## src/rtl/fifo_pair_pkg.sv

```systemverilog
package fifo_pair_pkg;
  localparam int BYTE_W = 8;
  localparam int NCH    = 2;  // channel 0: transmit, 1: receive
  typedef logic [BYTE_W-1:0] byte_t;
endpackage

```

## src/rtl/flush_ctrl.sv

```systemverilog
module flush_ctrl #(
  parameter int CYCLES = 4
) (
  input  logic clk_i,
  input  logic rst_ni,
  input  logic req_i,
  output logic start_o,
  output logic busy_o
);
  localparam int CNTW = (CYCLES > 1) ? $clog2(CYCLES) : 1;

  logic [CNTW-1:0] cnt_q;

  assign start_o = req_i & ~busy_o;

  always_ff @(posedge clk_i or negedge rst_ni) begin
    if (!rst_ni) begin
      busy_o <= 1'b0;
      cnt_q  <= '0;
    end else if (start_o) begin
      busy_o <= 1'b1;
      cnt_q  <= CNTW'(CYCLES - 1);
    end else if (busy_o) begin
      if (cnt_q == '0) busy_o <= 1'b0;
      else             cnt_q  <= cnt_q - 1'b1;
    end
  end
endmodule

```

## src/rtl/byte_fifo.sv

```systemverilog
module byte_fifo #(
  parameter int DEPTH = 16,
  parameter int DW    = 8,
  localparam int AW   = (DEPTH > 1) ? $clog2(DEPTH) : 1,
  localparam int CW   = $clog2(DEPTH + 1)
) (
  input  logic          clk_i,
  input  logic          rst_ni,
  input  logic          clr_i,
  input  logic          push_i,
  input  logic [DW-1:0] wdata_i,
  input  logic          pop_i,
  output logic [DW-1:0] rdata_o,
  output logic [CW-1:0] count_o,
  output logic          full_o,
  output logic          empty_o
);
  logic [DW-1:0] mem_q [DEPTH];
  logic [AW-1:0] wr_ptr_q, rd_ptr_q;
  logic          do_push, do_pop;

  function automatic logic [AW-1:0] ptr_inc(input logic [AW-1:0] p);
    return (p == AW'(DEPTH - 1)) ? '0 : p + 1'b1;
  endfunction

  assign full_o  = (count_o == CW'(DEPTH));
  assign empty_o = (count_o == '0);
  assign do_push = push_i & ~full_o & ~clr_i;
  assign do_pop  = pop_i & ~empty_o & ~clr_i;
  assign rdata_o = mem_q[rd_ptr_q];

  always_ff @(posedge clk_i) begin
    if (do_push) mem_q[wr_ptr_q] <= wdata_i;
  end

  always_ff @(posedge clk_i or negedge rst_ni) begin
    if (!rst_ni) begin
      wr_ptr_q <= '0;
      rd_ptr_q <= '0;
      count_o  <= '0;
    end else if (clr_i) begin
      wr_ptr_q <= '0;
      rd_ptr_q <= '0;
      count_o  <= '0;
    end else begin
      if (do_push) wr_ptr_q <= ptr_inc(wr_ptr_q);
      if (do_pop)  rd_ptr_q <= ptr_inc(rd_ptr_q);
      case ({do_push, do_pop})
        2'b10:   count_o <= count_o + 1'b1;
        2'b01:   count_o <= count_o - 1'b1;
        default: count_o <= count_o;
      endcase
    end
  end
endmodule

```

## src/rtl/fifo_pair_thr.sv

```systemverilog
module fifo_pair_thr
  import fifo_pair_pkg::*;
#(
  parameter int DEPTH        = 16,
  parameter int THR_W        = 4,
  parameter int FLUSH_CYCLES = 4
) (
  input  logic             clk_i,
  input  logic             rst_ni,
  input  logic             tx_flush_req_i,
  input  logic             rx_flush_req_i,
  output logic             tx_flush_o,
  output logic             rx_flush_o,
  input  logic [THR_W-1:0] tx_thr_i,
  input  logic [THR_W-1:0] rx_thr_i,
  input  logic             tx_wr_i,
  input  logic [7:0]       tx_wdata_i,
  input  logic             tx_rd_i,
  output logic [7:0]       tx_rdata_o,
  input  logic             rx_wr_i,
  input  logic [7:0]       rx_wdata_i,
  input  logic             rx_rd_i,
  output logic [7:0]       rx_rdata_o,
  input  logic             tx_ovr_clr_i,
  output logic             tx_empty_o,
  output logic             tx_nempty_o,
  output logic             tx_full_o,
  output logic             tx_ovr_o,
  output logic             rx_empty_o,
  output logic             rx_nfull_o,
  output logic             rx_full_o
);
  localparam int CW = $clog2(DEPTH + 1);

  logic [NCH-1:0] req, start, busy, clr, push, pop, full, empty;
  byte_t          wdata [NCH];
  byte_t          rdata [NCH];
  logic [CW-1:0]  cnt   [NCH];

  assign req   = {rx_flush_req_i, tx_flush_req_i};
  assign push  = {rx_wr_i & ~busy[1], tx_wr_i & ~busy[0]};
  assign pop   = {rx_rd_i & ~busy[1], tx_rd_i & ~busy[0]};
  assign wdata[0] = tx_wdata_i;
  assign wdata[1] = rx_wdata_i;

  for (genvar g = 0; g < NCH; g++) begin : g_ch
    assign clr[g] = start[g] | busy[g];

    flush_ctrl #(.CYCLES(FLUSH_CYCLES)) u_flush (
      .clk_i   (clk_i),
      .rst_ni  (rst_ni),
      .req_i   (req[g]),
      .start_o (start[g]),
      .busy_o  (busy[g])
    );

    byte_fifo #(.DEPTH(DEPTH), .DW(BYTE_W)) u_fifo (
      .clk_i   (clk_i),
      .rst_ni  (rst_ni),
      .clr_i   (clr[g]),
      .push_i  (push[g]),
      .wdata_i (wdata[g]),
      .pop_i   (pop[g]),
      .rdata_o (rdata[g]),
      .count_o (cnt[g]),
      .full_o  (full[g]),
      .empty_o (empty[g])
    );
  end

  // overrun: host write into a full transmit queue; set wins over clear
  logic ovr_set;
  assign ovr_set = push[0] & full[0];

  always_ff @(posedge clk_i or negedge rst_ni) begin
    if (!rst_ni) tx_ovr_o <= 1'b0;
    else         tx_ovr_o <= ovr_set | (tx_ovr_o & ~tx_ovr_clr_i);
  end

  assign tx_flush_o  = busy[0];
  assign rx_flush_o  = busy[1];
  assign tx_rdata_o  = rdata[0];
  assign rx_rdata_o  = rdata[1];
  assign tx_empty_o  = empty[0];
  assign tx_full_o   = full[0];
  assign rx_empty_o  = empty[1];
  assign rx_full_o   = full[1];
  assign tx_nempty_o = cnt[0] <= CW'(tx_thr_i);
  assign rx_nfull_o  = cnt[1] >= CW'(rx_thr_i);
endmodule

```

## config.mk

```make
export PLATFORM = sky130hd
export DESIGN_NAME = fifo_pair_thr
export DESIGN_NICKNAME = d
export VERILOG_FILES = /design/src/rtl/fifo_pair_pkg.sv /design/src/rtl/flush_ctrl.sv /design/src/rtl/byte_fifo.sv /design/src/rtl/fifo_pair_thr.sv
export SDC_FILE = /design/constraint.sdc
export NUM_CORES = 1
export LEC_CHECK = 0
export ABC_AREA = 0
export BUFFER_PORTS_ARGS = -buffer_cell sky130_fd_sc_hd__buf_2
export CORE_ASPECT_RATIO = 0.7
export CORE_MARGIN = 3
export CORE_UTILIZATION = 45
export CTS_CLUSTER_SIZE = 10
export DETAILED_ROUTE_END_ITERATION = 10
export PLACE_DENSITY = 0.57
export SLEW_MARGIN = 20
export SYNTH_ARGS = -nofsm -noshare
export SYNTH_HDL_FRONTEND = slang
export SYNTH_HIERARCHICAL = 1
export SYNTH_SLANG_ARGS = --single-unit
```

## constraint.sdc

```tcl
create_clock -name clk_i -period 3.5 [get_ports clk_i]
set_input_delay 0.35 -clock clk_i [delete_from_list [all_inputs] [get_ports clk_i]]
set_output_delay 0.35 -clock clk_i [all_outputs]
set_load 0.03 [all_outputs]
```

==> results_dict.tcl <==
set metrics [dict create \
    run_status "finished clean" \
    endpoint_kind "flip-flop" \
    yosysSeqAreaShare_pct 68.7 \
    wirelength_um 25800 \
    gp_congestion 0.871 \
    diodes 0 \
    via_per_inst 5.57 \
    synth-edff-count 256 \
    slowest_stage "or4_1" \
    crit_top_cell "or4_1" \
    detail-route-antenna-nets 0 \
    synth_area_per_cell_um2 15.8 \
    final_common_cell "edfxtp_1" \
    fin_crit_sh_pct 87.2 \
    maxSlewHeadroom_pct 45.6 \
    postSynthCellCount 783 \
    routed-via-count 7009 \
    die_y_um 145 \
    vdd_drop_max_mv 0.386 \
    clkSinkCount 289 \
    cap_violations 0 \
    fp.dieArea_um2 29600 \
    core_um2 26900 \
    holdWs_ps 36.7 \
    cts_made_buffers 35 \
    powerDensity_nw_per_um2 615 \
    netlist_area_um2 12400 \
    final_core_util_pct 53.2 \
    io_buffer_count 57 \
    h-tree-depth 2 \
    synth_nets 844 \
    worstPathRequired_ps 3900 \
    worst_slew_pin_slew_ps 813 \
    skew_ps 15.1 \
    use_met3_pct 3.22 \
    synth-main-ff-cell "edfxtp_1" \
    drive_gt1_share_pct 22.8 \
    routedWlPerCell_um 20.5 \
    fill_cells 2164 \
    use_met2_pct 26.9 \
    rrSetupSlack_ps 450 \
    synth_cell_type_count 61 \
    hold_class "in -> reg" \
    final_cell_mix "256 x edfxtp_1, 62 x mux2i_1, 57 x nor2_1, 57 x buf_2, 41 x buf_4" \
    fmax_ghz 0.328 \
    ys_ff_latch 289 \
    groute.layer.met1.usage_pct 27.1 \
    startpoint_type "flip-flop" \
    grt_pass1_wl_um 40400 \
    worstPathArrival_ps 3460 \
    grt_usage_pct 17.7 \
    nets 943 \
    drc_errors 0 \
    die_w_um 204 \
    cts_tree "built" \
    syn2layout_area_growth_pct 15.6 \
    top_usage_layer "met1" \
    cp_max_fo 7 \
    crit_path_max_incr_delay_ps 720 \
    grt_start_max_net_pins 34 \
    antenna_found_initial 0 \
    initial_utilization_pct 46.0 \
    criticalPathCategory "reg -> reg" \
    hold_violations 0 \
    fin_crit_ps 3050 \
    synth_async_sr_flop_share_pct 11.4 \
    clk_pin_slew_ps 60 \
    clockRootBuffer "clkbuf_16" \
    first_iter_violations 580 \
    num_rows 50 \
    maxSlewViolCount 0 \
    io_pins 58 \
    cts.path.max_buffers 3 \
    leakage_nw 4.95 \
    cts-resized-gates 0 \
    grt-ovfl-total 0 \
    yosys_warnings 6 \
    grt_setup_unrepaired "false" \
    grt_pass1_vias 7154 \
    clk_latency_ps 500 \
    finalSetupViolations 0 \
    tns_ps 0 \
    path_cells "or4_1 -> o21ai_1 -> buf_4 -> or3_1 -> inv_1 -> ha_1 -> nand2b_1 -> a21oi_1 -> or4_1 -> a31oi_1" \
    drt_first_pass_iters 6 \
    dp_hpwl_um 17600 \
]
-- cell type report --
type	instances	area [µm²]	share of cell area [%]
well taps	364	455	3.18
clock buffers	45	945	6.60
repair buffers	102	663	4.63
inverters	32	120	0.839
clock inverters	4	37.5	0.262
multi-input cells	422	3580	25.0
flip-flops and latches	289	8520	59.5
-- registers in the layout, indices dropped and copies added (netlist names) --
name and flops:
g_ch.u_fifo/mem_q 256, g_ch.u_flush/busy_o 2, g_ch.u_flush/cnt_q 4, g_ch.u_fifo/wr_ptr_q 8
g_ch.u_fifo/rd_ptr_q 8, g_ch.u_fifo/count_o 10, tx_ovr_o 1
-- cells by family (layout without fill, tap and decap cells) --
kind of cell | Yosys count | in the layout | synth area share, %
and+or+nand+nor | 149 | 149 | 5.78
DFF | 289 | 289 | 68.7
AOI/OAI and AO/OA | 128 | 128 | 7.37
xor gates and xnor gates | 7 | 7 | 0.495
adders and majority gates | 28 | 28 | 2.95
buffers and inverters | 72 | 183 | 2.39
muxes | 110 | 110 | 12.3
-- power breakdown --
part,internal [mW],switching (mW)
registers,3.87,0.148
clock network,1.88,1.27
logic,0.680,0.950
total,6.43,2.37
-- timing repair --
item / 4_1_cts / 5_1_grt
setup buffers: 0 / 0
hold endpoints to repair: 33 / 0
hold buffers: 1 / 0
-- Yosys cell counts (10+ instances only) --
| cell | number | area, µm² |
|---|---|---|
| o21ai_0 | 27 | 135 |
| nor2_1 | 57 | 214 |
| ha_1 | 26 | 325 |
| a22oi_1 | 17 | 128 |
| a21oi_1 | 24 | 120 |
| nand2_1 | 38 | 143 |
| clkbuf_1 | 18 | 67.6 |
| mux4_2 | 32 | 721 |
| nor2b_1 | 11 | 68.8 |
| edfxtp_1 | 256 | 7690 |
| nor3_1 | 11 | 55.1 |
| mux2i_1 | 62 | 621 |
| inv_1 | 31 | 116 |
| mux2_2 | 10 | 113 |
| a221oi_1 | 24 | 210 |
| dfrtp_1 | 33 | 826 |
| buf_2 | 15 | 75.1 |
-- layer usage --
layer	wire, µm	vias to the layer above
li1	-	3221
met1	12700	3590
met2	11500	173
met3	1320	25
met4	309	0
met5	0	-
-- metrics by stage --
| step | area, µm² | setup WS (ps) | power (mW) | instances |
|---|---|---|---|---|
| after floorplan | 12400 | 705 | 5.30 | 783 |
| after global placement | 13300 | 618 | 5.65 | 1208 |
| after detailed placement | 13300 | 514 | 5.73 | 1208 |
| after CTS | 14300 | 488 | 8.91 | 1258 |
| after global routing | 14300 | 303 | 9.22 | 1258 |
| final | 14300 | 448 | 8.80 | 1258 |
-- path summary, 6_finish.rpt --
kind	start	endpoint	cells after the start
max in group asynchronous	rst_ni	g_ch[0].u_fifo/rd_ptr_q[0]$_DFFE_PN0P_	2
max	g_ch[0].u_fifo/count_o[1]$_DFFE_PN0P_	g_ch[0].u_fifo/count_o[4]$_DFFE_PN0P_	10
min reg2reg	g_ch[0].u_flush/cnt_q[1]$_DFFE_PN0P_	g_ch[0].u_flush/cnt_q[1]$_DFFE_PN0P_	1
min in group asynchronous	rst_ni	g_ch[0].u_fifo/count_o[2]$_DFFE_PN0P_	2
min	tx_ovr_clr_i	tx_ovr_o$_DFF_PN0_	2
max reg2reg	g_ch[0].u_fifo/count_o[1]$_DFFE_PN0P_	g_ch[0].u_fifo/count_o[4]$_DFFE_PN0P_	10
-- worst max-delay path, delay by kind of cell (launching register included) --
family,cells,cell delay [ps]
simple gates,4,1450
compound gates,3,480
flops,1,440
fa+ha+maj,1,330
buf+inv,2,250
No activity file was read; power rests on OpenSTA's default activity.
